### config.mk
export PLATFORM = sky130hd
export DESIGN_NAME = tdesc_engine
export DESIGN_NICKNAME = d
export VERILOG_FILES = /design/src/rtl/tdesc_pkg.sv /design/src/rtl/tdesc_burst.sv /design/src/rtl/tdesc_fsm.sv /design/src/rtl/tdesc_dp.sv /design/src/rtl/tdesc_engine.sv
export SDC_FILE = /design/constraint.sdc
export NUM_CORES = 1
export LEC_CHECK = 0
export BUFFER_PORTS_ARGS = -buffer_cell sky130_fd_sc_hd__buf_2
export CAP_MARGIN = 20
export CELL_PAD_IN_SITES_DETAIL_PLACEMENT = 0
export CELL_PAD_IN_SITES_GLOBAL_PLACEMENT = 1
export CORE_MARGIN = 8
export CORE_UTILIZATION = 37
export CTS_BUF_LIST = sky130_fd_sc_hd__clkbuf_2
export CTS_CLUSTER_DIAMETER = 200
export CTS_CLUSTER_SIZE = 8
export DETAILED_ROUTE_END_ITERATION = 6
export HOLD_SLACK_MARGIN = 0.02
export PLACE_DENSITY = 0.79
export SYNTH_ARGS = -nofsm -noshare
export SYNTH_HDL_FRONTEND = slang
export SYNTH_SLANG_ARGS = --single-unit
### constraint.sdc
create_clock -name clk -period 3.3 [get_ports clk]
set_clock_uncertainty 0.05 [all_clocks]
set_input_delay 0.66 -clock clk [delete_from_list [all_inputs] [get_ports clk]]
set_output_delay 0.66 -clock clk [all_outputs]
set_load 0.01 [all_outputs]
### src/rtl/tdesc_pkg.sv
package tdesc_pkg;

  typedef enum logic [2:0] {
    S_IDLE    = 3'd0,
    S_REFRESH = 3'd1,
    S_DREAD   = 3'd2,
    S_FBLOCK  = 3'd3,
    S_FRAG    = 3'd4,
    S_DWRITE  = 3'd5,
    S_ADVANCE = 3'd6
  } tdesc_state_e;

  // command/status word fields decoded by software and by this engine
  localparam int unsigned OWN_POS   = 31;
  localparam int unsigned MORE_POS  = 30;
  localparam int unsigned OK_POS    = 27;
  localparam int unsigned ABORT_POS = 26;
  localparam int unsigned UFLOW_POS = 25;

  // descriptor layout in bytes
  localparam int unsigned CMD_OFS    = 4;
  localparam int unsigned DESC_BYTES = 12;
  localparam int unsigned LINK_BYTES = 4;
  localparam int unsigned STAT_BYTES = 4;

endpackage

### src/rtl/tdesc_burst.sv
module tdesc_burst #(
  parameter int CNT_W  = 12,
  parameter int FREE_W = 12,
  parameter int LEN_W  = 12
) (
  input  logic [CNT_W-1:0]  remaining,
  input  logic [FREE_W-1:0] free_bytes,
  input  logic [2:0]        burst_code,
  output logic [LEN_W-1:0]  burst_len
);

  localparam int unsigned CAP_MAX = 512;

  logic [31:0] cap_bytes;
  logic [31:0] rem_w;
  logic [31:0] free_w;
  logic [31:0] pick;

  always_comb begin
    if (burst_code == 3'd0) begin
      cap_bytes = 32'(CAP_MAX);
    end else begin
      cap_bytes = 32'd4 << (burst_code - 3'd1);
    end
    rem_w  = 32'(remaining);
    free_w = 32'(free_bytes);
    pick   = cap_bytes;
    if (rem_w < pick) begin
      pick = rem_w;
    end
    if (free_w < pick) begin
      pick = free_w;
    end
    burst_len = LEN_W'(pick);
  end

endmodule

### src/rtl/tdesc_fsm.sv
module tdesc_fsm
  import tdesc_pkg::*;
(
  input  logic         clk,
  input  logic         rst_n,
  input  logic         tx_en,
  input  logic         done_mark,
  input  logic         own_bit,
  input  logic         more_bit,
  input  logic         rem_zero,
  input  logic         free_avail,
  input  logic         link_null,
  input  logic         mem_done,
  output tdesc_state_e state
);

  tdesc_state_e state_q;
  tdesc_state_e state_d;

  always_comb begin
    state_d = state_q;
    unique case (state_q)
      S_IDLE: begin
        if (tx_en) begin
          state_d = done_mark ? S_REFRESH : S_DREAD;
        end
      end
      S_REFRESH: begin
        if (mem_done) begin
          state_d = S_ADVANCE;
        end
      end
      S_DREAD: begin
        if (mem_done) begin
          state_d = own_bit ? S_FBLOCK : S_IDLE;
        end
      end
      S_FBLOCK: begin
        if (rem_zero) begin
          state_d = more_bit ? S_ADVANCE : S_DWRITE;
        end else if (free_avail) begin
          state_d = S_FRAG;
        end
      end
      S_FRAG: begin
        if (mem_done) begin
          state_d = S_FBLOCK;
        end
      end
      S_DWRITE: begin
        if (mem_done) begin
          state_d = S_ADVANCE;
        end
      end
      S_ADVANCE: begin
        if (link_null || !tx_en) begin
          state_d = S_IDLE;
        end else begin
          state_d = S_DREAD;
        end
      end
      default: state_d = S_IDLE;
    endcase
  end

  always_ff @(posedge clk or negedge rst_n) begin
    if (!rst_n) begin
      state_q <= S_IDLE;
    end else begin
      state_q <= state_d;
    end
  end

  assign state = state_q;

  // no progress out of the FIFO wait while space is absent
  a_r7_wait_space: assert property (@(posedge clk) disable iff (!rst_n)
    (state_q == S_FBLOCK && !rem_zero && !free_avail) |=> (state_q == S_FBLOCK));

  // an outstanding fragment burst is never abandoned
  a_r12_frag_hold: assert property (@(posedge clk) disable iff (!rst_n)
    (state_q == S_FRAG && !mem_done) |=> (state_q == S_FRAG));

  // a descriptor not granted to the engine ends the walk
  a_r4_not_owned: assert property (@(posedge clk) disable iff (!rst_n)
    (state_q == S_DREAD && mem_done && !own_bit) |=> (state_q == S_IDLE));

endmodule

### src/rtl/tdesc_dp.sv
module tdesc_dp
  import tdesc_pkg::*;
#(
  parameter int AW     = 32,
  parameter int CNT_W  = 12,
  parameter int FREE_W = 12,
  parameter int LEN_W  = 12
) (
  input  logic              clk,
  input  logic              rst_n,
  input  tdesc_state_e      state,
  input  logic              mem_done,
  input  logic              head_load,
  input  logic [AW-1:0]     head_addr,
  input  logic [AW-1:0]     rd_link,
  input  logic [31:0]       rd_cmdsts,
  input  logic [AW-1:0]     rd_bufptr,
  input  logic [FREE_W-1:0] fifo_free,
  input  logic [2:0]        burst_code,
  input  logic              st_abort,
  input  logic              st_underrun,
  output logic [AW-1:0]     cur_addr,
  output logic [31:0]       cmd_word,
  output logic [AW-1:0]     buf_ptr,
  output logic [LEN_W-1:0]  burst_q,
  output logic              done_mark,
  output logic              stat_abort,
  output logic              stat_uflow,
  output logic              rem_zero,
  output logic              free_avail,
  output logic              link_null
);

  logic [AW-1:0]    cur_q;
  logic [AW-1:0]    link_q;
  logic [31:0]      cmd_q;
  logic [AW-1:0]    ptr_q;
  logic [CNT_W-1:0] rem_q;
  logic [LEN_W-1:0] burst_r;
  logic             mark_q;
  logic             abort_q;
  logic             uflow_q;
  logic [LEN_W-1:0] burst_calc;

  // clock enables
  logic cur_en, mark_en, link_en, cmd_en, walk_en, burst_en, stat_en;
  logic in_idle, in_adv, dread_done, frag_done;

  tdesc_burst #(
    .CNT_W (CNT_W),
    .FREE_W(FREE_W),
    .LEN_W (LEN_W)
  ) i_burst (
    .remaining (rem_q),
    .free_bytes(fifo_free),
    .burst_code(burst_code),
    .burst_len (burst_calc)
  );

  always_comb begin
    rem_zero   = (rem_q == '0);
    free_avail = (fifo_free != '0);
    link_null  = (link_q == '0);
    in_idle    = (state == S_IDLE);
    in_adv     = (state == S_ADVANCE);
    dread_done = (state == S_DREAD) && mem_done;
    frag_done  = (state == S_FRAG) && mem_done;
    cur_en     = (in_idle && head_load) || (in_adv && !link_null);
    mark_en    = (in_idle && head_load) || in_adv;
    link_en    = dread_done || ((state == S_REFRESH) && mem_done);
    cmd_en     = dread_done;
    walk_en    = dread_done || frag_done;
    burst_en   = (state == S_FBLOCK) && !rem_zero && free_avail;
    stat_en    = (state == S_FBLOCK) && rem_zero;
  end

  always_ff @(posedge clk or negedge rst_n) begin
    if (!rst_n) begin
      cur_q   <= '0;
      mark_q  <= 1'b0;
      link_q  <= '0;
      cmd_q   <= '0;
      ptr_q   <= '0;
      rem_q   <= '0;
      burst_r <= '0;
      abort_q <= 1'b0;
      uflow_q <= 1'b0;
    end else begin
      if (cur_en) begin
        cur_q <= in_idle ? head_addr : link_q;
      end
      if (mark_en) begin
        mark_q <= in_adv && link_null;
      end
      if (link_en) begin
        link_q <= rd_link;
      end
      if (cmd_en) begin
        cmd_q <= rd_cmdsts;
      end
      if (walk_en) begin
        ptr_q <= dread_done ? rd_bufptr : (ptr_q + AW'(burst_r));
        rem_q <= dread_done ? rd_cmdsts[CNT_W-1:0] : (rem_q - CNT_W'(burst_r));
      end
      if (burst_en) begin
        burst_r <= burst_calc;
      end
      if (stat_en) begin
        abort_q <= st_abort;
        uflow_q <= st_underrun;
      end
    end
  end

  assign cur_addr   = cur_q;
  assign cmd_word   = cmd_q;
  assign buf_ptr    = ptr_q;
  assign burst_q    = burst_r;
  assign done_mark  = mark_q;
  assign stat_abort = abort_q;
  assign stat_uflow = uflow_q;

  // a burst never takes more than the bytes still owed
  a_r5_no_overrun: assert property (@(posedge clk) disable iff (!rst_n)
    (state == S_FRAG && mem_done) |-> (32'(rem_q) >= 32'(burst_r)));

  // a fragment burst always moves data
  a_r5_burst_nonzero: assert property (@(posedge clk) disable iff (!rst_n)
    (state == S_FRAG) |-> (burst_r != '0));

  // a null link leaves the finished-descriptor mark set and the address held
  a_r10_null_marks: assert property (@(posedge clk) disable iff (!rst_n)
    (state == S_ADVANCE && link_null) |=> (mark_q && $stable(cur_q)));

endmodule

### src/rtl/tdesc_engine.sv
module tdesc_engine
  import tdesc_pkg::*;
#(
  parameter int AW     = 32,
  parameter int CNT_W  = 12,
  parameter int FREE_W = 12,
  parameter int LEN_W  = 12
) (
  input  logic              clk,
  input  logic              rst_n,
  input  logic              head_load,
  input  logic [AW-1:0]     head_addr,
  input  logic              tx_en,
  input  logic [2:0]        cfg_burst,
  input  logic [FREE_W-1:0] fifo_free,
  input  logic              st_abort,
  input  logic              st_underrun,
  output logic              mem_req,
  output logic              mem_we,
  output logic [AW-1:0]     mem_addr,
  output logic [LEN_W-1:0]  mem_len,
  output logic [31:0]       mem_wdata,
  input  logic              mem_done,
  input  logic [AW-1:0]     rd_link,
  input  logic [31:0]       rd_cmdsts,
  input  logic [AW-1:0]     rd_bufptr,
  output logic              eng_idle,
  output logic [AW-1:0]     desc_addr
);

  localparam logic [AW-1:0]    STAT_OFS = AW'(CMD_OFS);
  localparam logic [LEN_W-1:0] LEN_DESC = LEN_W'(DESC_BYTES);
  localparam logic [LEN_W-1:0] LEN_LINK = LEN_W'(LINK_BYTES);
  localparam logic [LEN_W-1:0] LEN_STAT = LEN_W'(STAT_BYTES);

  tdesc_state_e     state;
  logic [AW-1:0]    cur_addr;
  logic [31:0]      cmd_word;
  logic [AW-1:0]    buf_ptr;
  logic [LEN_W-1:0] burst_q;
  logic             done_mark, stat_abort, stat_uflow;
  logic             rem_zero, free_avail, link_null;
  logic [31:0]      status_word;

  tdesc_fsm i_fsm (
    .clk       (clk),
    .rst_n     (rst_n),
    .tx_en     (tx_en),
    .done_mark (done_mark),
    .own_bit   (rd_cmdsts[OWN_POS]),
    .more_bit  (cmd_word[MORE_POS]),
    .rem_zero  (rem_zero),
    .free_avail(free_avail),
    .link_null (link_null),
    .mem_done  (mem_done),
    .state     (state)
  );

  tdesc_dp #(
    .AW    (AW),
    .CNT_W (CNT_W),
    .FREE_W(FREE_W),
    .LEN_W (LEN_W)
  ) i_dp (
    .clk        (clk),
    .rst_n      (rst_n),
    .state      (state),
    .mem_done   (mem_done),
    .head_load  (head_load),
    .head_addr  (head_addr),
    .rd_link    (rd_link),
    .rd_cmdsts  (rd_cmdsts),
    .rd_bufptr  (rd_bufptr),
    .fifo_free  (fifo_free),
    .burst_code (cfg_burst),
    .st_abort   (st_abort),
    .st_underrun(st_underrun),
    .cur_addr   (cur_addr),
    .cmd_word   (cmd_word),
    .buf_ptr    (buf_ptr),
    .burst_q    (burst_q),
    .done_mark  (done_mark),
    .stat_abort (stat_abort),
    .stat_uflow (stat_uflow),
    .rem_zero   (rem_zero),
    .free_avail (free_avail),
    .link_null  (link_null)
  );

  always_comb begin
    status_word            = cmd_word;
    status_word[OWN_POS]   = 1'b0;
    status_word[OK_POS]    = !(stat_abort || stat_uflow);
    status_word[ABORT_POS] = stat_abort;
    status_word[UFLOW_POS] = stat_uflow;
  end

  always_comb begin
    mem_req   = 1'b0;
    mem_we    = 1'b0;
    mem_addr  = '0;
    mem_len   = '0;
    mem_wdata = '0;
    unique case (state)
      S_REFRESH: begin
        mem_req  = 1'b1;
        mem_addr = cur_addr;
        mem_len  = LEN_LINK;
      end
      S_DREAD: begin
        mem_req  = 1'b1;
        mem_addr = cur_addr;
        mem_len  = LEN_DESC;
      end
      S_FRAG: begin
        mem_req  = 1'b1;
        mem_addr = buf_ptr;
        mem_len  = burst_q;
      end
      S_DWRITE: begin
        mem_req   = 1'b1;
        mem_we    = 1'b1;
        mem_addr  = cur_addr + STAT_OFS;
        mem_len   = LEN_STAT;
        mem_wdata = status_word;
      end
      default: begin
      end
    endcase
  end

  assign eng_idle  = (state == S_IDLE);
  assign desc_addr = cur_addr;

  // a raised request holds its fields until the done pulse
  a_r13_req_hold: assert property (@(posedge clk) disable iff (!rst_n)
    (mem_req && !mem_done) |=> (mem_req && $stable(mem_we) && $stable(mem_addr) && $stable(mem_len)));

endmodule

==> impl_metrics.yaml <==
outcome:
  violations: "negative setup slack"
  status: "complete, but fails checks"
place:
  dpl_cell_area_mm2: 0.0126
  portBuffers: 256
  dp_hpwl_mm: 29.4
  place_congestion: 0.876
drt:
  antenna_left: 0
  drt_wl_total_mm: 40.0
  dr.pass1.iters: 5
  drt-initial-drc-count: 744
  viasPerCell: 5.49
  detail_route.wl_per_cell_um: 19.7
  routed-via-count: 11100
  drc_errors: 0
sta:
  fmax_ghz: 0.275
  post-route-period-util: 1.10
  rsz0062_at_grt: "yes"
  hold_viol: 0
  max_slew_margin: 0.374
  worst_pin_slew_ns: 0.937
  maxSlewViolCount: 0
  min_period_ns: 3.63
  setup_tns_ns: -7.59
  finalSetupViolations: 34
  timing.hold.ws_ns: 0.0771
  fin_ws_ns: -0.331
worst_setup_path:
  critPathMostFrequentCell: "and3_4"
  regToRegSetupSlack_ns: -0.30
  critPathKind: "reg -> out"
  crit_end: "mem_addr[24]"
  crit_family: "simple AND/OR/NAND/NOR gates"
  path_buf_inv: 2
  crit_path_end_kind: "primary output"
  crit_slowest_cell: "dfrtp_2"
  path_depth: 9
  crit_path_start_kind: "flop"
  rr_worst_depth: 16
  max_stage_delay_ns: 0.46
  crit_chain: "buf_6 -> ha_4 -> and3_4 -> and3_4 -> nand4_1 -> or3_1 -> a32oi_1 -> o21ai_1 -> buf_2"
  worstPathArrival_ns: 2.92
  r2r_end: "i_dp.burst_q[1]"
  cp_max_fo: 4
  cp-startpoint: "i_dp.cur_addr[2]"
  crit_required_ns: 2.59
  timing.rr.start: "i_dp.rem_q[8]"
job:
  maxCapViolCount: 0
logic_synthesis:
  postSynth.asyncResetShare: 1.00
  ys_seq_area_frac: 0.370
  synth.avg_cell_area_um2: 8.45
  ys_types: 77
  synthCells: 1231
  synth_edf_count: 0
  synth_top_area_share: 0.370
  synth_top_area_cell: "dfrtp_1"
  synth_ff_type: "dfrtp_1"
  syn_area_mm2: 0.0104
  synth_area_leaders: "dfrtp_1 37%, nand2_1 6.3%, ha_1 5.2%"
  ys_seq_elements: 154
  yosysWarnings: 0
die:
  die_height_um: 184
  die_area_mm2: 0.0337
  floorplan.initialDensity: 0.375
  core_region_area_mm2: 0.0277
  die_width_um: 184
  fp-row-count: 61
  io_pins: 261
cts:
  clock_sinks: 154
  cts_inserted_buffers: 17
  cts.path.max_buffers: 2
  cts-root-buf: "clkbuf_2"
  h-tree-depth: 4
  clkTransAtPathRegs_ns: 0.32
  cts_tree: "done"
  insertion_delay_ns: 0.80
global_route:
  grt-ovfl-total: 0
  grt_pass1_vias: 11200
  grt_max_degree: 71
  grt_pass1_wl_mm: 61.6
  antenna_found_initial: 8
  grt_use_total: 0.231
power:
  powerDensity_mw_per_mm2: 907
  p_comb_frac: 0.636
  cellLeakagePower_uw: 0.00671
  clkPwrFrac: 0.088
  pwr-share-seq: 0.276
  p_sw_frac: 0.492
  intPower_uw: 6650
  vdd_drop_max_mv: 0.487
  p_switching_uw: 6430
layout:
  syn2layout_area_growth_pct: 38.6
  layout_common_cells: "255 x buf_2, 168 x nand2_1, 149 x dfrtp_1"
  drive_above_1_share: 0.339
  fin_util: 0.520
  final_common_cell: "buf_2"
  num-nets-final: 1823
  fin_area_mm2: 0.0144
hold_path:
  hold_depth: 3
  min_path_type: "in -> reg"
==> worst min-delay path, cell delays in order <==
cell      delay, ns
buf_2          0.09
a211oi_1       0.06
a21oi_1        0.11
==> cell usage after synthesis, drive strengths merged (9+ instances only) <==
library cell	instances
mux2	45
o22ai	17
a21o	11
clkbuf	55
o211ai	9
a22oi	12
o21ai	85
and3	46
mux2i	38
a211oi	10
or3	13
nand4	18
ha	43
a21oi	70
buf	25
nor2	98
o21a	13
dfrtp	154
a221o	10
nor2b	13
nor4	22
inv	56
nand3	26
nor3	41
a32oi	16
xnor2	11
nand2	175
==> metal layers <==
metal / share of wire / track usage / vias up
met5: 0 / 0 / -
met4: 0.030 / 0.0891 / 0
met3: 0.055 / 0.0374 / 73
met2: 0.50 / 0.393 / 377
met1: 0.42 / 0.290 / 5421
li1: - / - / 5268
==> what timing repair did <==
| action | in CTS | in global routing |
|---|---|---|
| hold buffers | 70 | 2 |
| endpoints found under the setup margin | 54 | 44 |
| buffers inserted | 27 | 15 |
| gates resized for setup | 89 | 44 |
| cloned | 1 | 0 |
| pin swaps | 45 | 37 |
| hold endpoints to repair | 113 | 2 |
==> flip-flops by register name (all words and copies together) (netlist names) <==
name	count
i_dp.buf_ptr	32
i_dp.burst_q	12
i_dp.cmd_word	28
i_dp.cur_addr	32
i_dp.done_mark	1
i_dp.link_q	32
i_dp.rem_q	12
i_dp.stat_abort	1
i_dp.stat_uflow	1
i_fsm.state	3
==> power groups by stage <==
stage               Sequential [uW]  Combinational, uW  Clock (uW)
floorplan                      3520               4930           0
global route                   3730               9110        1250
CTS                            3610               8060        1170
finish                         3610               8320        1150
global placement               3670               7440           0
detailed placement             3680               7550           0
==> logic make-up (layout without fill, tap and decap cells) <==
family	count (synthesis)	after routing	synth area share
AOI/OAI and AO/OA	306	306	0.196
buffers and inverters	136	545	0.0526
xor gates and xnor gates	18	18	0.0152
and+or+nand+nor	487	487	0.225
other	2	12	0.000722
DFF	154	154	0.370
muxes	83	83	0.0853
adders and majority gates	45	45	0.0556
==> stage by stage <==
step | setup WS (ns) | total power [uW] | cells
6_report | -0.331 | 13100 | 2028
3_5_place_dp | -0.947 | 11200 | 1873
4_1_cts | -0.408 | 12800 | 2003
2_1_floorplan | -0.529 | 8450 | 1232
3_3_place_gp | -0.833 | 11100 | 1873
5_1_grt | -0.517 | 14100 | 2027
==> worst min-delay path by stage <==
stage | from | end | slack (ns)
after floorplan | rst_n | i_dp.buf_ptr[0] | 0.31
after global placement | i_dp.cmd_word[29] | i_dp.cmd_word[29] | 0.40
after detailed placement | i_dp.cmd_word[18] | i_dp.cmd_word[18] | 0.41
after CTS | head_addr[23] | i_dp.cur_addr[23] | 0.02
after global routing | head_addr[23] | i_dp.cur_addr[23] | 0.02
final | rd_bufptr[2] | i_dp.buf_ptr[2] | 0.08
==> final cells by class <==
| cell class | instances | area, um^2 |
|---|---|---|
| diodes | 9 | 22.5 |
| clock buffers | 17 | 85.1 |
| clock inverters | 15 | 170 |
| fillers | 2678 | 13300 |
| inverters | 56 | 210 |
| multi-input cells | 942 | 6500 |
| flip-flops and latches | 154 | 3860 |
| well taps | 378 | 473 |
| repair buffers | 457 | 3100 |
Note: power is estimated with default switching activity, not from simulation.
